File: src/rtl/fptrap_pkg.sv
package fptrap_pkg;
  localparam int unsigned CODE_W = 5;

  typedef enum logic [CODE_W-1:0] {
    CC_EQ   = 5'd0,  CC_NE   = 5'd1,  CC_MI   = 5'd2,  CC_PL   = 5'd3,
    CC_OR   = 5'd4,  CC_UN   = 5'd5,  CC_INF  = 5'd6,  CC_NINF = 5'd7,
    CC_GT   = 5'd8,  CC_GE   = 5'd9,  CC_LT   = 5'd10, CC_LE   = 5'd11,
    CC_GL   = 5'd12, CC_GLE  = 5'd13, CC_NGT  = 5'd14, CC_NGE  = 5'd15,
    CC_NLT  = 5'd16, CC_NLE  = 5'd17, CC_NGL  = 5'd18, CC_NGLE = 5'd19,
    CC_ERR  = 5'd20
  } cond_e;

  typedef struct packed {
    logic n;
    logic z;
    logic inf;
    logic nan;
  } fp_flags_t;

  typedef struct packed {
    logic uncc;
    logic snan;
    logic operr;
    logic ovf;
    logic unf;
    logic dz;
  } exc_bits_t;

  localparam int unsigned STICKY_N = 2;
endpackage

File: src/rtl/fptrap_cond_eval.sv
module fptrap_cond_eval
  import fptrap_pkg::*;
(
  input  logic [CODE_W-1:0] code_i,
  input  fp_flags_t         flags_i,
  input  exc_bits_t         exc_i,
  output logic              cond_true_o,
  output logic              non_aware_o,
  output logic              illegal_o
);
  logic expr;
  logic inv;
  logic direct;
  logic use_expr;

  always_comb begin
    expr        = 1'b0;
    inv         = 1'b0;
    direct      = 1'b0;
    use_expr    = 1'b0;
    non_aware_o = 1'b0;
    illegal_o   = 1'b0;
    case (code_i)
      CC_EQ:   direct = flags_i.z;
      CC_NE:   direct = ~flags_i.z;
      CC_MI:   direct = flags_i.n;
      CC_PL:   direct = ~flags_i.n;
      CC_OR:   direct = ~flags_i.nan;
      CC_UN:   direct = flags_i.nan;
      CC_INF:  begin direct = flags_i.inf;  non_aware_o = 1'b1; end
      CC_NINF: begin direct = ~flags_i.inf; non_aware_o = 1'b1; end
      CC_ERR:  direct = |exc_i;
      CC_GT, CC_NGT: begin
        expr = flags_i.nan | flags_i.z | flags_i.n;
        use_expr = 1'b1; inv = (code_i == CC_GT);
      end
      CC_GE, CC_NGE: begin
        expr = flags_i.nan | (flags_i.n & ~flags_i.z);
        use_expr = 1'b1; inv = (code_i == CC_GE);
      end
      CC_LT, CC_NLT: begin
        expr = flags_i.nan | flags_i.z | ~flags_i.n;
        use_expr = 1'b1; inv = (code_i == CC_LT);
      end
      CC_LE, CC_NLE: begin
        expr = flags_i.nan | ~(flags_i.n | flags_i.z);
        use_expr = 1'b1; inv = (code_i == CC_LE);
      end
      CC_GL, CC_NGL: begin
        expr = flags_i.nan | flags_i.z;
        use_expr = 1'b1; inv = (code_i == CC_GL);
      end
      CC_GLE, CC_NGLE: begin
        expr = flags_i.nan;
        use_expr = 1'b1; inv = (code_i == CC_GLE);
      end
      default: illegal_o = 1'b1;
    endcase
    if (use_expr) non_aware_o = 1'b1;
    // ordered compares: true when expression is 0; negated forms when 1
    cond_true_o = use_expr ? (expr ^ inv) : direct;
  end
endmodule

File: src/rtl/fptrap_sticky.sv
module fptrap_sticky #(
  parameter int unsigned N = 2
) (
  input  logic         clk_i,
  input  logic         rst_ni,
  input  logic [N-1:0] set_i,
  input  logic         clr_i,
  output logic [N-1:0] q_o
);
  for (genvar g = 0; g < N; g++) begin : g_bit
    always_ff @(posedge clk_i or negedge rst_ni) begin
      if (!rst_ni)        q_o[g] <= 1'b0;
      else if (set_i[g])  q_o[g] <= 1'b1;  // set wins over clear
      else if (clr_i)     q_o[g] <= 1'b0;
    end
  end
endmodule

File: src/rtl/fptrap_seq.sv
module fptrap_seq #(
  parameter int unsigned IPL_W    = 2,
  parameter int unsigned LONG_IPL = 3
) (
  input  logic             clk_i,
  input  logic             rst_ni,
  input  logic             exec_i,
  input  logic             cond_true_i,
  input  logic             illegal_i,
  input  logic             long_isr_i,
  input  logic [IPL_W-1:0] ipl_i,
  output logic             trap_req_o,
  output logic             next_instr_o,
  output logic             illegal_o,
  output logic [IPL_W-1:0] ipl_o
);
  localparam logic [IPL_W-1:0] LongIplVal = IPL_W'(LONG_IPL);

  logic s1_valid, s1_true, s1_illegal, s1_long;
  logic raise_ipl;

  always_ff @(posedge clk_i or negedge rst_ni) begin
    if (!rst_ni) begin
      s1_valid   <= 1'b0;
      s1_true    <= 1'b0;
      s1_illegal <= 1'b0;
      s1_long    <= 1'b0;
    end else begin
      s1_valid   <= exec_i;
      s1_true    <= exec_i & cond_true_i;
      s1_illegal <= exec_i & illegal_i;
      s1_long    <= exec_i & long_isr_i;
    end
  end

  assign raise_ipl = s1_valid & s1_true & s1_long;

  always_ff @(posedge clk_i or negedge rst_ni) begin
    if (!rst_ni) begin
      trap_req_o   <= 1'b0;
      next_instr_o <= 1'b0;
      illegal_o    <= 1'b0;
      ipl_o        <= '0;
    end else begin
      trap_req_o   <= s1_valid & s1_true;
      next_instr_o <= s1_valid & ~s1_true;
      illegal_o    <= s1_valid & s1_illegal;
      if (raise_ipl)   ipl_o <= LongIplVal;
      else if (exec_i) ipl_o <= ipl_i;
    end
  end
endmodule

File: src/rtl/fp_trap_unit.sv
module fp_trap_unit
  import fptrap_pkg::*;
#(
  parameter int unsigned IPL_W    = 2,
  parameter int unsigned LONG_IPL = 3
) (
  input  logic              clk_i,
  input  logic              rst_ni,
  input  logic              exec_i,
  input  logic [CODE_W-1:0] cond_sel_i,
  input  logic              flag_n_i,
  input  logic              flag_z_i,
  input  logic              flag_inf_i,
  input  logic              flag_nan_i,
  input  logic              exc_uncc_i,
  input  logic              exc_snan_i,
  input  logic              exc_operr_i,
  input  logic              exc_ovf_i,
  input  logic              exc_unf_i,
  input  logic              exc_dz_i,
  input  logic              long_isr_i,
  input  logic [IPL_W-1:0]  ipl_i,
  input  logic              clr_sticky_i,
  output logic              trap_req_o,
  output logic              next_instr_o,
  output logic              illegal_o,
  output logic              uncc_o,
  output logic              siop_o,
  output logic [IPL_W-1:0]  ipl_o
);
  fp_flags_t             flags;
  exc_bits_t             exc;
  logic                  cond_true, non_aware, illegal;
  logic                  unord_hit;
  logic [STICKY_N-1:0]   sticky_q;

  assign flags = '{n: flag_n_i, z: flag_z_i, inf: flag_inf_i, nan: flag_nan_i};
  assign exc   = '{uncc: exc_uncc_i, snan: exc_snan_i, operr: exc_operr_i,
                   ovf: exc_ovf_i, unf: exc_unf_i, dz: exc_dz_i};

  fptrap_cond_eval u_eval (
    .code_i      (cond_sel_i),
    .flags_i     (flags),
    .exc_i       (exc),
    .cond_true_o (cond_true),
    .non_aware_o (non_aware),
    .illegal_o   (illegal)
  );

  // stage 1 flag update precedes the stage 2 stack request
  assign unord_hit = exec_i & non_aware & flag_nan_i;

  fptrap_sticky #(.N(STICKY_N)) u_sticky (
    .clk_i  (clk_i),
    .rst_ni (rst_ni),
    .set_i  ({STICKY_N{unord_hit}}),
    .clr_i  (clr_sticky_i),
    .q_o    (sticky_q)
  );

  assign uncc_o = sticky_q[0];
  assign siop_o = sticky_q[1];

  fptrap_seq #(.IPL_W(IPL_W), .LONG_IPL(LONG_IPL)) u_seq (
    .clk_i        (clk_i),
    .rst_ni       (rst_ni),
    .exec_i       (exec_i),
    .cond_true_i  (cond_true),
    .illegal_i    (illegal),
    .long_isr_i   (long_isr_i),
    .ipl_i        (ipl_i),
    .trap_req_o   (trap_req_o),
    .next_instr_o (next_instr_o),
    .illegal_o    (illegal_o),
    .ipl_o        (ipl_o)
  );
endmodule

File: config.mk
export PLATFORM = sky130hd
export DESIGN_NAME = fp_trap_unit
export DESIGN_NICKNAME = d
export VERILOG_FILES = /design/src/rtl/fptrap_pkg.sv /design/src/rtl/fptrap_cond_eval.sv /design/src/rtl/fptrap_sticky.sv /design/src/rtl/fptrap_seq.sv /design/src/rtl/fp_trap_unit.sv
export SDC_FILE = /design/constraint.sdc
export NUM_CORES = 1
export LEC_CHECK = 0
export ABC_AREA = 1
export BUFFER_PORTS_ARGS = -buffer_cell sky130_fd_sc_hd__buf_2
export CORE_UTILIZATION = 41
export DETAILED_ROUTE_END_ITERATION = 10
export PLACE_DENSITY = 0.65
export SETUP_SLACK_MARGIN = 0.4
export SYNTH_ARGS = -nofsm -noshare
export SYNTH_HDL_FRONTEND = slang
export SYNTH_HIERARCHICAL = 1
export SYNTH_SLANG_ARGS = --single-unit
File: constraint.sdc
create_clock -name clk_i -period 0.8 [get_ports clk_i]
set_input_delay 0.04 -clock clk_i [delete_from_list [all_inputs] [get_ports clk_i]]
set_output_delay 0.04 -clock clk_i [all_outputs]
set_load 0.03 [all_outputs]
======== Word-level counts from Yosys, hierarchy flattened ========
Cells that the tools add are included.
cells by class
  reductions and logical operators ........ 13
  equality and inequality tests ........... 20
  bitwise gates (word level) .............. 23
  mux-type cells .......................... 12
operators with widths
  operator                                       count
  == test 5 x 4 -> 1 bit, second input constant  8
  == test 5 bit, second input constant           5
  OR reduction 21 bit                            1
  == test 5 x 3 -> 1 bit, second input constant  4
  OR reduction 2 bit                             7
  case mux 1 bit (6 select lines)                2
  OR reduction 12 bit                            1
  bitwise AND 1 bit                              10
  == test 5 x 2 -> 1 bit, second input constant  2
  case mux 1 bit (9 select lines)                1
  2-to-1 mux 1 bit                               7
  inverter 1 bit                                 6
  OR 1 bit                                       6
  OR reduction 6 bit                             1
  == test 5 x 1 -> 1 bit, second input constant  1
  zero test 5 bit                                1
  2-to-1 mux 2 bit                               2
  nonzero test 2 bit                             2
  XOR 1 bit                                      1
word-level totals
  input bits .............................. 22
  output and inout bits ................... 7
  register bits ........................... 10

======== Logic depth before layout (Yosys ltp) ========
Gate-level depths: netlist of the first run.
  word-level depth ........................ 7
  gate-level depth with buffers ........... 14

======== Hierarchy ========
The synthesis of the first run kept the hierarchy.
modules (own cells, without submodules)
  module            area each (um2)  sequential area each (um2)  cells each  times used
  fptrap_cond_eval  441.7            0.0                         89          1
  fptrap_seq        314.1            225.2                       32          1
  fptrap_sticky     76.3             50.0                        9           1
  fp_trap_unit      13.8             0.0                         3           1

======== Worst setup path after synthesis of the first run ========
OpenSTA, ideal clock, no wires.
  path kind ............................... input-to-reg
  start point ............................. input cond_sel_i[1]
  end point ............................... register u_seq.s1_true
  data arrival time ....................... 0.849 ns
  slack ................................... -0.162 ns
  buffers on the path ..................... 1
  stages on the path ...................... 12
  setup time .............................. 0.113 ns
  path through ............................ buf_6 > nand2_2 > nor2_1 > nand2_1 > nand3_1 > nand3_1 > nand2_1 > nand3_1 > nand2_1 > nand3_1 > nand2_1 > inv_1
on the way
  cells in the longest elaborated chain, start to end .. 6
  elaborated cells between the ends (all ways) .. 35
ends and longest elaborated chain
  element                                       line                    RTL
  start: declaration                            fp_trap_unit.sv:10      input logic [CODE_W-1:0] cond_sel_i,
  == test 5 bit (tied with other cells)         fptrap_cond_eval.sv:23  case (code_i)
  OR reduction 2 bit, on equally long branches  -
  case mux 1 bit (6 select lines)               fptrap_cond_eval.sv:23
  XOR 1 bit                                     fptrap_cond_eval.sv:61  cond_true_o = use_expr ? (expr ^ inv) : direct;
  2-to-1 mux 1 bit (*)                          fptrap_cond_eval.sv:61
  named net cond_true                           fp_trap_unit.sv:33      logic cond_true, non_aware, illegal;
  bitwise AND 1 bit (*)                         fptrap_seq.sv:30        s1_true <= exec_i & cond_true_i;
  end signal: assignment                        fptrap_seq.sv:30
  end: declaration                              fptrap_seq.sv:19        logic s1_valid, s1_true, s1_illegal, s1_long;
Mark *: on every way through the listed nets, which the timed path passes. The rest lies on a longest branch.
A chain may end at the register's enable or synchronous reset.

======== Worst setup path after layout of the first run ========
  start point ............................. register u_seq.ipl_o[0]
  end point ............................... output ipl_o[0]
RTL lines
  element                   line                RTL
  start: declaration        fptrap_seq.sv:15    output logic [IPL_W-1:0] ipl_o
  start signal: assignment  fptrap_seq.sv:48    if (raise_ipl) ipl_o <= LongIplVal;
  start signal: assignment  fptrap_seq.sv:49    else if (exec_i) ipl_o <= ipl_i;
  end: declaration          fp_trap_unit.sv:29  output logic [IPL_W-1:0] ipl_o
No word-level cell between the ends.

==> impl_metrics.csv, run 1 <==
group,metric,value,unit
status,status,"finished, violations left",
status,violations,"negative hold slack, negative setup slack",
synthesis,synth_area_leaders,"dfrtp_1, nand2_1, inv_1, nand3_1, nor2_1",
die,fp.dieArea,0.00225,mm²
synthesis,synth_seq_cells,11,
synthesis,synth_cell_types,19,
placement,post-place-ws,-0.409,ns
final_layout,diodes,0,
routing,detail_route.wl_per_cell,11.5,µm
clock_network,cts_root_buf,"clkbuf_4",
clock_network,clock-sinks,11,
setup_path,r2r_start,"u_seq/ipl_o[0]",
synthesis,yosysWarnings,6,
setup_path,critPathSlowestCell,"dfrtp_2",
synthesis,synth_fp_nets,155,
clock_network,numCtsBuffers,3,
power_and_ir_drop,power.density,1160,mW/mm²
die,coreArea,0.00194,mm²
grt,grt_pass1_wl,3480,µm
final_layout,final_cell_count_no_fill,201,
setup_path,regToRegEndpoint,"u_seq/ipl_o[0]",
final_layout,fin_util,0.725,
synthesis,synthAdderAreaFrac,0,
synthesis,netlist_area,846,µm²
timing,clock_skew,0.00458,ns
setup_path,path_max_fanout,2,
final_layout,nFillCells,174,
timing,finalCritPeriodShare,1.08,
placement,gp_congestion,0.826,
routing,final_antenna_net_count,0,
setup_path,max_stage_delay,0.42,ns
routing,drt_wl_total,2320,µm
synthesis,synthCells,133,
routing,drc,0,
setup_path,required,0.76,ns
power_and_ir_drop,max-vdd-ir-drop,0.686,mV
synthesis,synth_simple_gate_area_frac,0.422,
setup_path,startpoint_type,"flop",
placement,dpl.cell_count,195,
setup_path,path_class,"reg -> out",
timing,rsz0062_at_grt,"true",
power_and_ir_drop,p_leak,0.749,nW
flow_run,maxCapViolCount,0,
die,initial_utilization,0.436,
placement,place_hpwl,1620,µm
grt,track_usage,0.223,
clock_network,h-tree-depth,1,
timing,maxSlewHeadroom,0.830,
synthesis,synth_seq_area_share,0.325,
synthesis,synth_top_family_by_area,"simple AND/OR/NAND/NOR gates",
setup_path,worst_r2r_path_depth,4,
final_layout,final_nets,197,
synthesis,synth_xor_area_frac,0,
final_layout,drive_gt1_frac,0.523,
timing,layout_min_cycle_time,0.865,ns
synthesis,synth_top_area_cell,"dfrtp_1",
timing,fin_ws,-0.0646,ns
timing,finalSetupViolations,8,
timing,finalMaxSlewViolations,0,
setup_path,path_buf_inv,1,
timing,timing.hold.ws,-0.366,ns
timing,tightest_slew,0.254,ns
die,die_y,47.4,µm
setup_path,end_kind,"output pin",
clock_network,clock_latency,0.26,ns
clock_network,cts_tree,"built",
grt,gr-total-overflow,0,
timing,finalHoldViolations,13,
setup_path,critPathTopFamily,"flip-flops",
die,pin_count,29,
synthesis,avgSynthCellArea,6.36,µm²
die,rows,16,
routing,first_pass_iters,4,
grt,antenna_found_initial,0,
routing,drt-initial-drc-count,20,
synthesis,synth_top_cell_area_share,0.325,
grt,grt_max_degree,12,
synthesis,synth_compound_area_frac,0.107,
die,die-width,47.4,µm
routing,vias,999,
setup_path,ff2ff_setup_slack,0.10,ns
synthesis,synthMuxAreaShare,0,
setup_path,crit_chain,"buf_6",
final_layout,layout-area-overhead-vs-synth,66.4,%
placement,io_buffers,28,
clock_network,clkSlewWorstSetupHoldPaths,0.07,ns
grt,grt_pass1_vias,874,
routing,viasPerCell,4.97,
timing,fmax,1160,MHz
hold_path,hold_class,"in -> async",
setup_path,cp_data_arrival_time,0.82,ns
clock_network,clockBufferDepth,2,
-- cells in the mapped netlist, drive strengths merged --
library cell	count
nand2	38
inv	27
nand3	18
nor2	17
dfrtp	11
o21ai	9
a21oi	3
a211oi	2
buf	2
nand4	2
nor3	2
o211ai	2
-- per-stage QoR --
stage / setup TNS (ns) / power (W) / hold WS (ns) / cell area (µm²)
finish: -0.348 / 0.00164 / -0.366 / 1410
global route: -0.720 / 0.00176 / -0.373 / 1410
CTS: -0.374 / 0.00160 / -0.362 / 1320
detailed placement: -1.26 / 0.00110 / -0.0776 / 1110
global placement: -1.19 / 0.00109 / -0.0897 / 1110
floorplan: -0.432 / 0.000920 / -0.256 / 898
-- logic make-up (layout without fill, tap and decap cells) --
group                  Yosys count  in the layout
AOI/OAI and AO/OA               16             16
buffers and inverters           29             70
DFF                             11             11
and+or+nand+nor                 77             77
-- cells in the final DEF (no fill, tap or decap), types with 3 or more instances in the layout --
master and n:
nand2_1 29, inv_1 18, buf_2 16, buf_6 10, nand3_2 10, buf_4 8
nand3_1 8, nor2_1 7, dfrtp_2 7, inv_2 6, nand2_2 5, nor2_4 5
buf_12 5, nor2_2 5, nand2_4 4, o21ai_1 4, o21ai_0 4, dfrtp_1 4
clkbuf_4 3, a21oi_1 3
-- metal layers --
metal  part of all wire  up-vias  wire length [µm]  track usage
li1                   -      499                 -            -
met1               0.40      473               920        0.237
met2               0.57       25              1310        0.425
met3              0.028        2                66       0.0377
met4             0.0082        0                19       0.0971
met5                  0        -                 0            0
-- repair_timing --
item / in CTS / in global routing
pin swaps: 18 / 17
endpoints found under the setup margin: 16 / 16
setup buffers: 1 / 1
endpoints found under the hold margin: 13 / 13
gates resized for setup: 51 / 23
cloned: 0 / 0
-- worst max-delay path by stage --
stage	start	endpoint	slack (ns)	cells past startpoint
6_report	u_seq/ipl_o[0]	ipl_o[0]	-0.06	1
2_1_floorplan	cond_sel_i[1]	u_seq/s1_true	-0.14	11
4_1_cts	u_sticky/q_o[1]	siop_o	-0.06	1
3_3_place_gp	cond_sel_i[4]	u_seq/s1_true	-0.40	10
5_1_grt	cond_sel_i[0]	u_seq/s1_true	-0.14	13
3_5_place_dp	cond_sel_i[0]	u_seq/s1_true	-0.41	13
-- layout make-up --
| type | instances | area [µm²] | area share |
|---|---|---|---|
| clock buffer | 4 | 26.3 | 0.0187 |
| sequential | 11 | 284 | 0.202 |
| inverter | 27 | 119 | 0.0844 |
| tap | 27 | 33.8 | 0.0240 |
| timing repair buffer | 39 | 353 | 0.251 |
| multi-input combinational | 93 | 592 | 0.420 |
-- state kept, by name, indices dropped and copies added (netlist names) --
signal,flops
u_sticky/q_o,2
u_seq/ipl_o,2
u_seq/illegal_o,1
u_seq/trap_req_o,1
u_seq/next_instr_o,1
u_seq/s1_true,1
u_seq/s1_long,1
u_seq/s1_illegal,1
u_seq/s1_valid,1
-- power breakdown --
part           switching [W]  internal (W)  leakage, nW
combinational       0.000342      0.000288        0.604
sequential         0.0000318      0.000607        0.130
clock               0.000175      0.000193       0.0150
Note: power is estimated with default switching activity, not from simulation.
==> inputs of run 2 (changes only) <==
--- a/config.mk
+++ b/config.mk
@@ -5,11 +5,11 @@
 export SDC_FILE = /design/constraint.sdc
 export NUM_CORES = 1
 export LEC_CHECK = 0
-export ABC_AREA = 1
 export BUFFER_PORTS_ARGS = -buffer_cell sky130_fd_sc_hd__buf_2
+export CAP_MARGIN = 15
 export CORE_UTILIZATION = 41
 export DETAILED_ROUTE_END_ITERATION = 10
-export PLACE_DENSITY = 0.65
+export PLACE_DENSITY = 0.67
 export SETUP_SLACK_MARGIN = 0.4
 export SYNTH_ARGS = -nofsm -noshare
 export SYNTH_HDL_FRONTEND = slang
==> run 2 against run 1 <==
The run still ends with negative hold slack, negative setup slack left. Hold slack got worse by 0.011 ns. Register-to-register slack worse by 0.03 ns. Synthesized cell count fell by 45%. Design area fell by 21%. Flip-flop and latch count stayed put. Utilization fell by 2.4 points. Highest routed layer is now met3. Setup slack got worse by 0.28 ns. Via count fell by 31%. Maximum frequency is 24% lower. Sequential share of layout area up 5.2 points. Cell count decreased by 31%. Die area down 12%.
==> impl_metrics.csv, run 2 <==
group,metric,value,unit
synthesis,synth_seq_cells,11,
grt,grt_pass1_wl,2790,µm
synthesis,synth_edf_count,0,
grt,gr-total-overflow,0,
synthesis,async_flop_share,1.00,
power_and_ir_drop,power_frac_comb,0.328,
power_and_ir_drop,max-vdd-ir-drop,1.21,mV
clock_network,clockBufferDepth,2,
clock_network,clkSlewWorstSetupHoldPaths,0.07,ns
die,initial_utilization,0.462,
grt,track_usage,0.193,
final_layout,seqCellArea,284,µm²
synthesis,avgSynthCellArea,10.1,µm²
final_layout,drive_gt1_frac,0.553,
synthesis,synthCells,73,
timing,setup_tns,-0.620,ns
placement,place_hpwl,1260,µm
placement,post_dp_cell_area,973,µm²
setup_path,required,0.95,ns
die,die-width,44.4,µm
placement,post-place-ws,-0.630,ns
status,violations,"negative hold slack, negative setup slack",
clock_network,cts_root_buf,"clkbuf_4",
setup_path,path_max_fanout,1,
grt,antenna_found_initial,0,
power_and_ir_drop,power.density,1330,mW/mm²
final_layout,final_cell_mix,"buf_2, buf_6, buf_4, dfrtp_2",
timing,layout_min_cycle_time,1.14,ns
power_and_ir_drop,clkPwrFrac,0.247,
timing,finalHoldViolations,12,
final_layout,diodes,0,
power_and_ir_drop,sw_frac_of_total,0.287,
final_layout,multi_input_area,435,µm²
timing,finalSetupViolations,8,
synthesis,synth_cell_types,39,
clock_network,numCtsBuffers,3,
setup_path,startpoint_type,"primary input",
timing,finalMaxSlewViolations,0,
setup_path,cp_data_arrival_time,1.30,ns
synthesis,synth_top_cells_by_count,"dfrtp_1, mux2i_1, nand2_1",
die,fp.dieArea,0.00197,mm²
final_layout,nFillCells,130,
grt,grt_max_degree,12,
clock_network,clock_latency,0.26,ns
die,pin_count,29,
routing,detail_route.wl_per_cell,12.0,µm
synthesis,synth_seq_area_share,0.374,
routing,vias,685,
die,rows,14,
final_layout,final_nets,137,
synthesis,yosysWarnings,6,
timing,tightest_slew,0.282,ns
timing,fmax,876,MHz
timing,timing.hold.ws,-0.377,ns
final_layout,final_area,0.00112,mm²
clock_network,cts_tree,"built",
status,status,"finished, violations left",
synthesis,netlist_area,737,µm²
hold_path,hold_class,"in -> async",
flow_run,maxCapViolCount,0,
power_and_ir_drop,switchingPower,0.000425,W
synthesis,synth_fp_nets,95,
grt,grt_pass1_vias,634,
routing,viasPerCell,4.96,
die,coreArea,0.00159,mm²
timing,clock_skew,0.00642,ns
synthesis,synthFlopType,"dfrtp_1",
clock_network,h-tree-depth,1,
synthesis,synth_top_cell_area_share,0.374,
die,die_y,44.4,µm
routing,final_antenna_net_count,0,
power_and_ir_drop,p_leak,0.540,nW
routing,first_pass_iters,2,
timing,rsz0062_at_grt,"true",
placement,io_buffers,28,
clock_network,clock-sinks,11,
final_layout,reg_top3,"u_seq/ipl_o: 2 flops, u_sticky/q_o: 2 flops",
timing,maxSlewHeadroom,0.809,
setup_path,path_class,"in -> reg",
timing,finalCritPeriodShare,1.43,
synthesis,synth_top_area_cell,"dfrtp_1",
routing,drt_wl_total,1650,µm
power_and_ir_drop,p_int,0.00106,W
routing,drc,0,
final_layout,layout-area-overhead-vs-synth,51.6,%
routing,drt-initial-drc-count,5,
power_and_ir_drop,p_seq_frac,0.425,
synthesis,synth_area_leaders,"dfrtp_1, mux2i_1, xnor2_1, and2_2, buf_4",
timing,fin_ws,-0.342,ns
synthesis,synth_most_common_cell,"dfrtp_1",
placement,gp_congestion,0.727,
setup_path,end_kind,"flop",
run 2: per-layer routing:
layer / GRT usage / vias to the layer above / routed length (µm)
li1: - / 347 / -
met1: 0.228 / 322 / 740
met2: 0.350 / 16 / 851
met3: 0.0653 / 0 / 63
met4: 0.0182 / 0 / 0
met5: 0 / - / 0
run 2: worst paths after layout:
kind	endpoint	depth (start not counted)	slack [ns]	from
worst max-delay path	u_seq/s1_true	7	-0.34	exc_unf_i
worst min-delay path	u_seq/s1_illegal	1	-0.38	rst_ni
worst max register to register	u_seq/ipl_o[0]	2	0.07	u_seq/ipl_o[0]
worst min register to register	u_seq/illegal_o	1	0.47	u_seq/s1_illegal
max in group asynchronous	u_seq/trap_req_o	1	0.96	rst_ni
min in group clk_i	u_seq/s1_valid	1	-0.03	exec_i
run 2: power groups by stage:
stage / clock network (W) / logic (W) / registers, W
global placement: 0 / 0.000402 / 0.000631
global route: 0.000417 / 0.000526 / 0.000635
floorplan: 0 / 0.000192 / 0.000696
CTS: 0.000373 / 0.000473 / 0.000631
finish: 0.000366 / 0.000488 / 0.000631
detailed placement: 0 / 0.000409 / 0.000633
run 2: worst max-delay path, cell delays in order:
cell,delay (ns)
buf_6,0.09
or4_1,0.51
o211ai_1,0.17
o41ai_1,0.10
a31oi_1,0.19
o21ai_2,0.07
and2_4,0.13
run 2: cell type report:
class                           count  share of cell area
Timing Repair Buffer               42               0.299
Multi-Input combinational cell     55               0.390
Sequential cell                    11               0.254
Inverter                            2             0.00672
Clock buffer                        4              0.0235
Tap cell                           24              0.0269
run 2: cell families (layout without fill, tap and decap cells):
logic type | after synthesis | count (layout) | synth area share
buf+inv | 7 | 48 | 0.0628
simple gates | 27 | 27 | 0.246
compound gates | 20 | 20 | 0.216
mux | 4 | 4 | 0.0543
flops | 11 | 11 | 0.374
xor+xnor | 4 | 4 | 0.0475
run 2: through the flow:
| step | utilization | hold WS [ns] | power (W) | cells |
|---|---|---|---|---|
| floorplan | - | -0.256 | 0.000887 | 73 |
| global placement | 0.611 | -0.0883 | 0.00103 | 132 |
| detailed placement | 0.611 | -0.0829 | 0.00104 | 132 |
| CTS | 0.688 | -0.370 | 0.00148 | 136 |
| global route | 0.701 | -0.380 | 0.00158 | 138 |
| finish | 0.701 | -0.377 | 0.00148 | 138 |
run 2: repair_timing:
action | in CTS | in global routing
gates resized for setup | 29 | 1
pin swaps | 4 | 4
setup buffers | 0 | 2
hold endpoints to repair | 15 | 12
setup endpoints to repair | 16 | 16
